File: src/rtl/lcell_pkg.sv
package lcell_pkg;
    localparam int SEL_W  = 4;
    localparam int CFG_W  = 8;
    localparam int LUT_K  = 3;

    localparam logic [SEL_W-1:0] SEL_CTRL = 4'h1;
    localparam logic [SEL_W-1:0] SEL_MODE = 4'h2;
    localparam logic [SEL_W-1:0] SEL_XTAB = 4'h6;
    localparam logic [SEL_W-1:0] SEL_YTAB = 4'h7;

    // control word, bit 7 first
    typedef struct packed {
        logic reg_from_z;
        logic reg_from_yl;
        logic wsel_and;
        logic wsel_fb;
        logic c_bypass;
        logic fb_bypass;
        logic c_to_xo;
        logic c_to_yo;
    } ctrl_t;
endpackage

File: src/rtl/lcell_cfg_bank.sv
module lcell_cfg_bank
    import lcell_pkg::*;
#(
    parameter int SW = SEL_W,
    parameter int DW = CFG_W
) (
    input  logic          clk,
    input  logic          rst_n,
    input  logic          we,
    input  logic [SW-1:0] sel,
    input  logic [DW-1:0] data,
    output ctrl_t         ctrl,
    output logic          pol,
    output logic [DW-1:0] xtab,
    output logic [DW-1:0] ytab
);
    logic [DW-1:0] ctrl_q;

    always_ff @(posedge clk or negedge rst_n) begin
        if (!rst_n) begin
            ctrl_q <= '0;
            pol    <= 1'b0;
            xtab   <= '0;
            ytab   <= '0;
        end else if (we) begin
            unique case (sel)
                SW'(SEL_CTRL): ctrl_q <= data;
                SW'(SEL_MODE): pol    <= data[0];
                SW'(SEL_XTAB): xtab   <= data;
                SW'(SEL_YTAB): ytab   <= data;
                default: ;
            endcase
        end
    end

    assign ctrl = ctrl_t'(ctrl_q[7:0]);

    assert_xtab_write_R1: assert property (@(posedge clk) disable iff (!rst_n)
        (we && sel == SW'(SEL_XTAB)) |=> (xtab == $past(data)));

    assert_foreign_write_R1: assert property (@(posedge clk) disable iff (!rst_n)
        (we && sel != SW'(SEL_CTRL) && sel != SW'(SEL_MODE) &&
         sel != SW'(SEL_XTAB) && sel != SW'(SEL_YTAB))
        |=> ($stable(ctrl_q) && $stable(pol) && $stable(xtab) && $stable(ytab)));
endmodule

File: src/rtl/lcell_lut.sv
module lcell_lut #(
    parameter int K = 3,
    localparam int SZ = 1 << K
) (
    input  logic [SZ-1:0] tab,
    input  logic [K-1:0]  idx,
    output logic          out
);
    // table is held complemented
    assign out = ~tab[idx];
endmodule

File: src/rtl/lcell_store.sv
module lcell_store (
    input  logic clk,
    input  logic rst_n,
    input  logic sr,
    input  logic pol,
    input  logic d,
    output logic q
);
    always_ff @(posedge clk or negedge rst_n) begin
        if (!rst_n)  q <= 1'b0;
        else if (sr) q <= ~pol;
        else         q <= d;
    end

    assert_sr_force_R6: assert property (@(posedge clk) disable iff (!rst_n)
        sr |=> (q == !$past(pol)));

    assert_load_R5: assert property (@(posedge clk) disable iff (!rst_n)
        !sr |=> (q == $past(d)));
endmodule

File: src/rtl/cfg_logic_cell.sv
module cfg_logic_cell
    import lcell_pkg::*;
#(
    parameter int SW = SEL_W,
    parameter int DW = CFG_W,
    parameter int K  = LUT_K
) (
    input  logic          clk,
    input  logic          rst_n,
    input  logic          cfg_we,
    input  logic [SW-1:0] cfg_sel,
    input  logic [DW-1:0] cfg_data,
    input  logic          in_x,
    input  logic          in_y,
    input  logic          in_w,
    input  logic          in_z,
    input  logic          sr,
    output logic          out_xo,
    output logic          out_yo
);
    localparam int SZ = 1 << K;

    ctrl_t         ctrl;
    logic          pol;
    logic [DW-1:0] xtab, ytab;
    logic          wsel, zsel, fb, cen, q, dsel;
    logic [SZ-1:0] tabs [2];
    logic          tab_out [2];
    logic          xl, yl;

    lcell_cfg_bank #(.SW(SW), .DW(DW)) u_cfg (
        .clk(clk), .rst_n(rst_n), .we(cfg_we), .sel(cfg_sel), .data(cfg_data),
        .ctrl(ctrl), .pol(pol), .xtab(xtab), .ytab(ytab)
    );

    assign tabs[0] = xtab[SZ-1:0];
    assign tabs[1] = ytab[SZ-1:0];

    generate
        for (genvar g = 0; g < 2; g++) begin : g_lut
            lcell_lut #(.K(K)) u_lut (
                .tab(tabs[g]),
                .idx({wsel, in_y, in_x}),
                .out(tab_out[g])
            );
        end
    endgenerate

    assign xl   = tab_out[0];
    assign yl   = tab_out[1];
    assign zsel = in_z;
    assign fb   = ctrl.fb_bypass ? zsel : q;
    assign cen  = ctrl.c_bypass  ? zsel : q;

    always_comb begin
        if (ctrl.wsel_and)     wsel = in_w & in_z;
        else if (ctrl.wsel_fb) wsel = fb;
        else                   wsel = in_w;
    end

    always_comb begin
        if (ctrl.reg_from_z)       dsel = zsel;
        else if (ctrl.reg_from_yl) dsel = yl;
        else                       dsel = xl;
    end

    lcell_store u_store (
        .clk(clk), .rst_n(rst_n), .sr(sr), .pol(pol), .d(dsel), .q(q)
    );

    assign out_xo = ctrl.c_to_xo ? cen : xl;
    assign out_yo = ctrl.c_to_yo ? cen : yl;

    assert_xo_bypass_R8: assert property (@(posedge clk) disable iff (!rst_n)
        (ctrl.c_to_xo && ctrl.c_bypass) |-> (out_xo == in_z));

    assert_reg_from_z_R5: assert property (@(posedge clk) disable iff (!rst_n)
        (!sr && ctrl.reg_from_z) |=> (q == $past(in_z)));

    assert_centre_reg_R7: assert property (@(posedge clk) disable iff (!rst_n)
        (ctrl.c_to_yo && !ctrl.c_bypass) |-> (out_yo == q));
endmodule

File: config.mk
export PLATFORM = sky130hd
export DESIGN_NAME = cfg_logic_cell
export DESIGN_NICKNAME = d
export VERILOG_FILES = /design/src/rtl/lcell_pkg.sv /design/src/rtl/lcell_cfg_bank.sv /design/src/rtl/lcell_lut.sv /design/src/rtl/lcell_store.sv /design/src/rtl/cfg_logic_cell.sv
export SDC_FILE = /design/constraint.sdc
export NUM_CORES = 1
export LEC_CHECK = 0
export BUFFER_PORTS_ARGS = -buffer_cell sky130_fd_sc_hd__clkbuf_2
export CAP_MARGIN = 20
export CORE_MARGIN = 5
export CORE_UTILIZATION = 50
export DETAILED_ROUTE_END_ITERATION = 6
export PLACE_DENSITY = 0.8
export SLEW_MARGIN = 0
export SYNTH_ARGS = -nofsm -noshare
export SYNTH_HDL_FRONTEND = slang
export SYNTH_HIERARCHICAL = 1
export SYNTH_SLANG_ARGS = --single-unit
File: constraint.sdc
create_clock -name clk -period 3.2 [get_ports clk]
set_clock_uncertainty 0.05 [all_clocks]
set_input_delay 0.16 -clock clk [delete_from_list [all_inputs] [get_ports clk]]
set_output_delay 0.16 -clock clk [all_outputs]
set_load 0.01 [all_outputs]
==> tab_implementation.tex <==
\begin{tabular}{lr}
\hline
Metric & Value \\
\hline
\multicolumn{2}{l}{\textbf{Final layout}} \\
\quad Fraction of final layout cells with drive strength greater than 1 & 0.4952 \\
\quad Antenna diode count & 0 \\
\quad Nets@finish & 127 \\
\quad Non-filler instance count after layout & 135 \\
\quad Most frequent cells in the layout & dfrtp\_1, clkbuf\_2, mux2\_2, mux2\_4, mux2i\_1 \\
\quad Syn-to-layout area delta & 13.83\% \\
\quad Fill cell count & 200 \\
\quad Most common cell after layout, fill and taps aside & dfrtp\_1 \\
\multicolumn{2}{l}{\textbf{Logic synthesis}} \\
\quad Net count after synthesis & 100 \\
\quad Synth warnings & 6 \\
\quad Syn Inst Count & 80 \\
\quad Portion of the post-synthesis area used by sequential elements & 0.5174 \\
\quad Combined area of all synthesized cells & 1257 sq um \\
\quad Number of flip-flops and latches in the synthesized netlist & 26 \\
\quad Mean Syn Cell Area & 15.72 sq um \\
\quad Netlist cell types & 20 \\
\multicolumn{2}{l}{\textbf{Setup path}} \\
\quad Type of origin of the critical path & flop \\
\quad Reg-to-reg critical path endpoint & u\_store/q\$\_DFF\_PN0\_ \\
\quad Largest fanout of any net on the critical path & 4 \\
\quad Slack of the worst reg-to-reg path & 0.85 ns \\
\quad Cell depth of the worst flop-to-flop path & 8 \\
\quad Data required time of the critical path & 2.99 ns \\
\quad Source of the worst register-to-register timing path & u\_cfg/ctrl[4]\$\_DFFE\_PN0P\_ \\
\quad Type of the worst setup path & flop to output port \\
\quad Critical Path AT & 2.40 ns \\
\quad Endpoint class of the critical path & output port \\
\multicolumn{2}{l}{\textbf{Timing}} \\
\quad Count of endpoints failing hold in the final timing report & 0 \\
\quad Transition time of the tightest slew-check pin & 0.6373 ns \\
\quad RSZ-0062 raised after global routing & false \\
\quad Finish-stage setup viols & 0 \\
\quad Number of max-slew violations in the final report & 0 \\
\quad Peak Freq & 0.3826 GHz \\
\quad Clock period minus worst slack & 2.614 ns \\
\quad Worst hold margin & 0.05504 ns \\
\quad Final critical-path share of the clock period & 0.8168 \\
\quad Tightest slew margin relative to the limit & 0.5751 \\
\quad Aggregate negative setup slack & 0 ns \\
\multicolumn{2}{l}{\textbf{Pwr}} \\
\quad Cell leakage power & 0.0006841 uW \\
\quad Switch share & 0.2690 \\
\quad IR drop worst, VDD & 0.3739 mV \\
\quad Power density normalized to cell area & 561.7 nW/um\^{}2 \\
\quad Sequential fraction of design power & 0.568 \\
\quad Relative contribution of combinational cells to total power & 0.269 \\
\quad Clock network fraction of total power & 0.162 \\
\quad Internal power & 587.8 uW \\
\quad Net Sw Power & 216.3 uW \\
\multicolumn{2}{l}{\textbf{Floorplan}} \\
\quad Full die area & 3618 sq um \\
\quad Top Ports & 22 \\
\quad Initial cell density of the core & 0.5170 \\
\quad Die Wd & 60.15 um \\
\quad Placement Rows & 18 \\
\quad Overall die height & 60.15 um \\
\quad Core region area & 2432 sq um \\
\multicolumn{2}{l}{\textbf{Clock tree}} \\
\quad Later-pin clock latency in the skew report & 0.31 ns \\
\quad Clk root buf & clkbuf\_4 \\
\quad H-tree depth & 1 \\
\quad Cells resized by post-CTS repair & 0 \\
\quad Post CTS Setup Buffer Count & 0 \\
\quad Clock transition time at the flip-flop clock pins of the worst setup and hold paths & 0.12 ns \\
\quad Clock tree from TritonCTS & yes \\
\quad Buffer levels on the longest clock path & 2 \\
\quad Num CTS Buffers & 3 \\
\quad Sinks on Clock Net & 26 \\
\multicolumn{2}{l}{\textbf{Routing}} \\
\quad Via density per instance & 5.593 \\
\quad Number of detailed-routing iterations run before antenna repair & 4 \\
\quad Remaining antenna violation count after routing & 0 \\
\quad Drt initial violations & 8 \\
\quad Detailed-route wire length per cell & 16.81 um \\
\quad Drt total wl & 2.269 mm \\
\quad Total number of vias & 755 \\
\quad Residual DRC & 0 \\
\multicolumn{2}{l}{\textbf{Global routing}} \\
\quad Number of global-route vias before repair & 836 \\
\quad Number of antenna violations at the first check in global routing & 0 \\
\quad Congestion Overflow GR & 0 \\
\quad Global Route Usage Sum & 0.1435 \\
\quad Wire length of the first global-routing pass & 3.767 mm \\
\quad Pin count of the biggest net entering global routing & 27 \\
\multicolumn{2}{l}{\textbf{Placed design}} \\
\quad DP Cell Count & 130 \\
\quad Final RePlAce weighted congestion & 0.7401 \\
\quad Sum of net half-perimeters after detailed placement & 1.759 mm \\
\quad Number of port buffers & 21 \\
\multicolumn{2}{l}{\textbf{Job}} \\
\quad Max-capacitance violation count & 0 \\
\multicolumn{2}{l}{\textbf{Worst hold path}} \\
\quad Hold Crit Depth & 2 \\
\quad WHS Endpoint & u\_cfg/xtab[5]\$\_DFFE\_PN0P\_ \\
\quad Path type of the worst min-delay path & input port to flop \\
\quad Hold path startpoint & cfg\_data[5] \\
\multicolumn{2}{l}{\textbf{Outcome}} \\
\quad Outcome & completed \\
\hline
\end{tabular}
==> stage by stage <==
| stage | total power, uW | util | cell area (sq um) | setup WS (ns) |
|---|---|---|---|---|
| 3_3_place_gp | 668.9 | 0.5710 | 1389 | 0.9247 |
| 5_1_grt | 850.9 | 0.5885 | 1431 | 0.4021 |
| 4_1_cts | 812.7 | 0.5885 | 1431 | 0.5425 |
| 2_1_floorplan | 606.3 | - | 1257 | 1.090 |
| 6_report | 804.0 | 0.5885 | 1431 | 0.5862 |
| 3_5_place_dp | 679.4 | 0.5710 | 1389 | 0.8531 |
==> registers in the layout, indices dropped and copies added (netlist names) <==
signal and flops:
u_cfg/xtab 8, u_store/q 1, u_cfg/ytab 8, u_cfg/ctrl 8
u_cfg/pol 1
==> power groups by stage <==
stage               sequential [uW]  combinational (uW)  clock [uW]
floorplan                       441                 165           0
global placement                459                 210           0
detailed placement              463                 216           0
CTS                             457                 219         137
global route                    465                 238         148
finish                          457                 216         131
==> area by class of cell <==
cell class	instances	area, sq um	share of cell area
timing repair buffer	23	125.1	0.08741
inverter	1	3.754	0.002622
clock buffer	3	22.52	0.01573
sequential	26	650.6	0.4545
tap	30	37.54	0.02622
multi-input combinational	52	591.8	0.4135
==> cell usage after synthesis <==
cell,number,share of area
a21oi_1,2,0.0080
and4b_1,1,0.0080
buf_6,1,0.0090
dfrtp_1,26,0.52
inv_1,1,0.0030
mux2_2,17,0.15
mux2_4,8,0.096
mux2i_1,5,0.040
mux4_1,4,0.084
nand2_1,1,0.0030
nand3_1,2,0.0080
nand3_2,1,0.0080
nand4_1,1,0.0050
nand4_2,1,0.0099
nand4b_1,1,0.0070
nand4bb_1,1,0.0090
nor2_1,4,0.012
nor2b_4,1,0.011
o21ai_0,1,0.0040
or3b_1,1,0.0070
==> repair_timing <==
action                                  4_1_cts  5_1_grt
hold endpoints to repair                     27        0
hold buffers                                  2        0
endpoints found under the setup margin        0        0
==> worst max-delay path, cell delays in order, from the launching register on <==
cell and delay [ns]:
dfrtp_1 0.42, or3b_1 0.38, nand4_1 0.19, mux4_1 0.58
mux2i_1 0.19, nor2_1 0.07, a21oi_1 0.11, clkbuf_2 0.14
==> per-layer routing <==
metal	part of all wire	track usage
met1	0.46	0.1842
met2	0.48	0.2299
met3	0.041	0.02808
met4	0.015	0.06962
met5	0	0
==> how the worst max path moves through the flow <==
| stage | slack [ns] | from | to | cells past startpoint |
|---|---|---|---|---|
| after floorplan | 1.09 | u_cfg/ctrl[4]$_DFFE_PN0P_ | u_store/q$_DFF_PN0_ | 8 |
| after global placement | 0.92 | u_cfg/ctrl[4]$_DFFE_PN0P_ | u_store/q$_DFF_PN0_ | 8 |
| after detailed placement | 0.85 | u_cfg/ctrl[4]$_DFFE_PN0P_ | u_store/q$_DFF_PN0_ | 8 |
| after CTS | 0.54 | u_cfg/ctrl[4]$_DFFE_PN0P_ | out_yo | 7 |
| after global routing | 0.40 | u_cfg/ctrl[4]$_DFFE_PN0P_ | out_yo | 7 |
| final | 0.59 | u_cfg/ctrl[4]$_DFFE_PN0P_ | out_yo | 7 |
==> logic make-up after synthesis <==
group,after synthesis,synth area share
compound gates,3,0.01194
mux,34,0.3711
buf+inv,2,0.01194
flops,26,0.5174
simple gates,15,0.08756
Power figures use the tool's default switching activity.
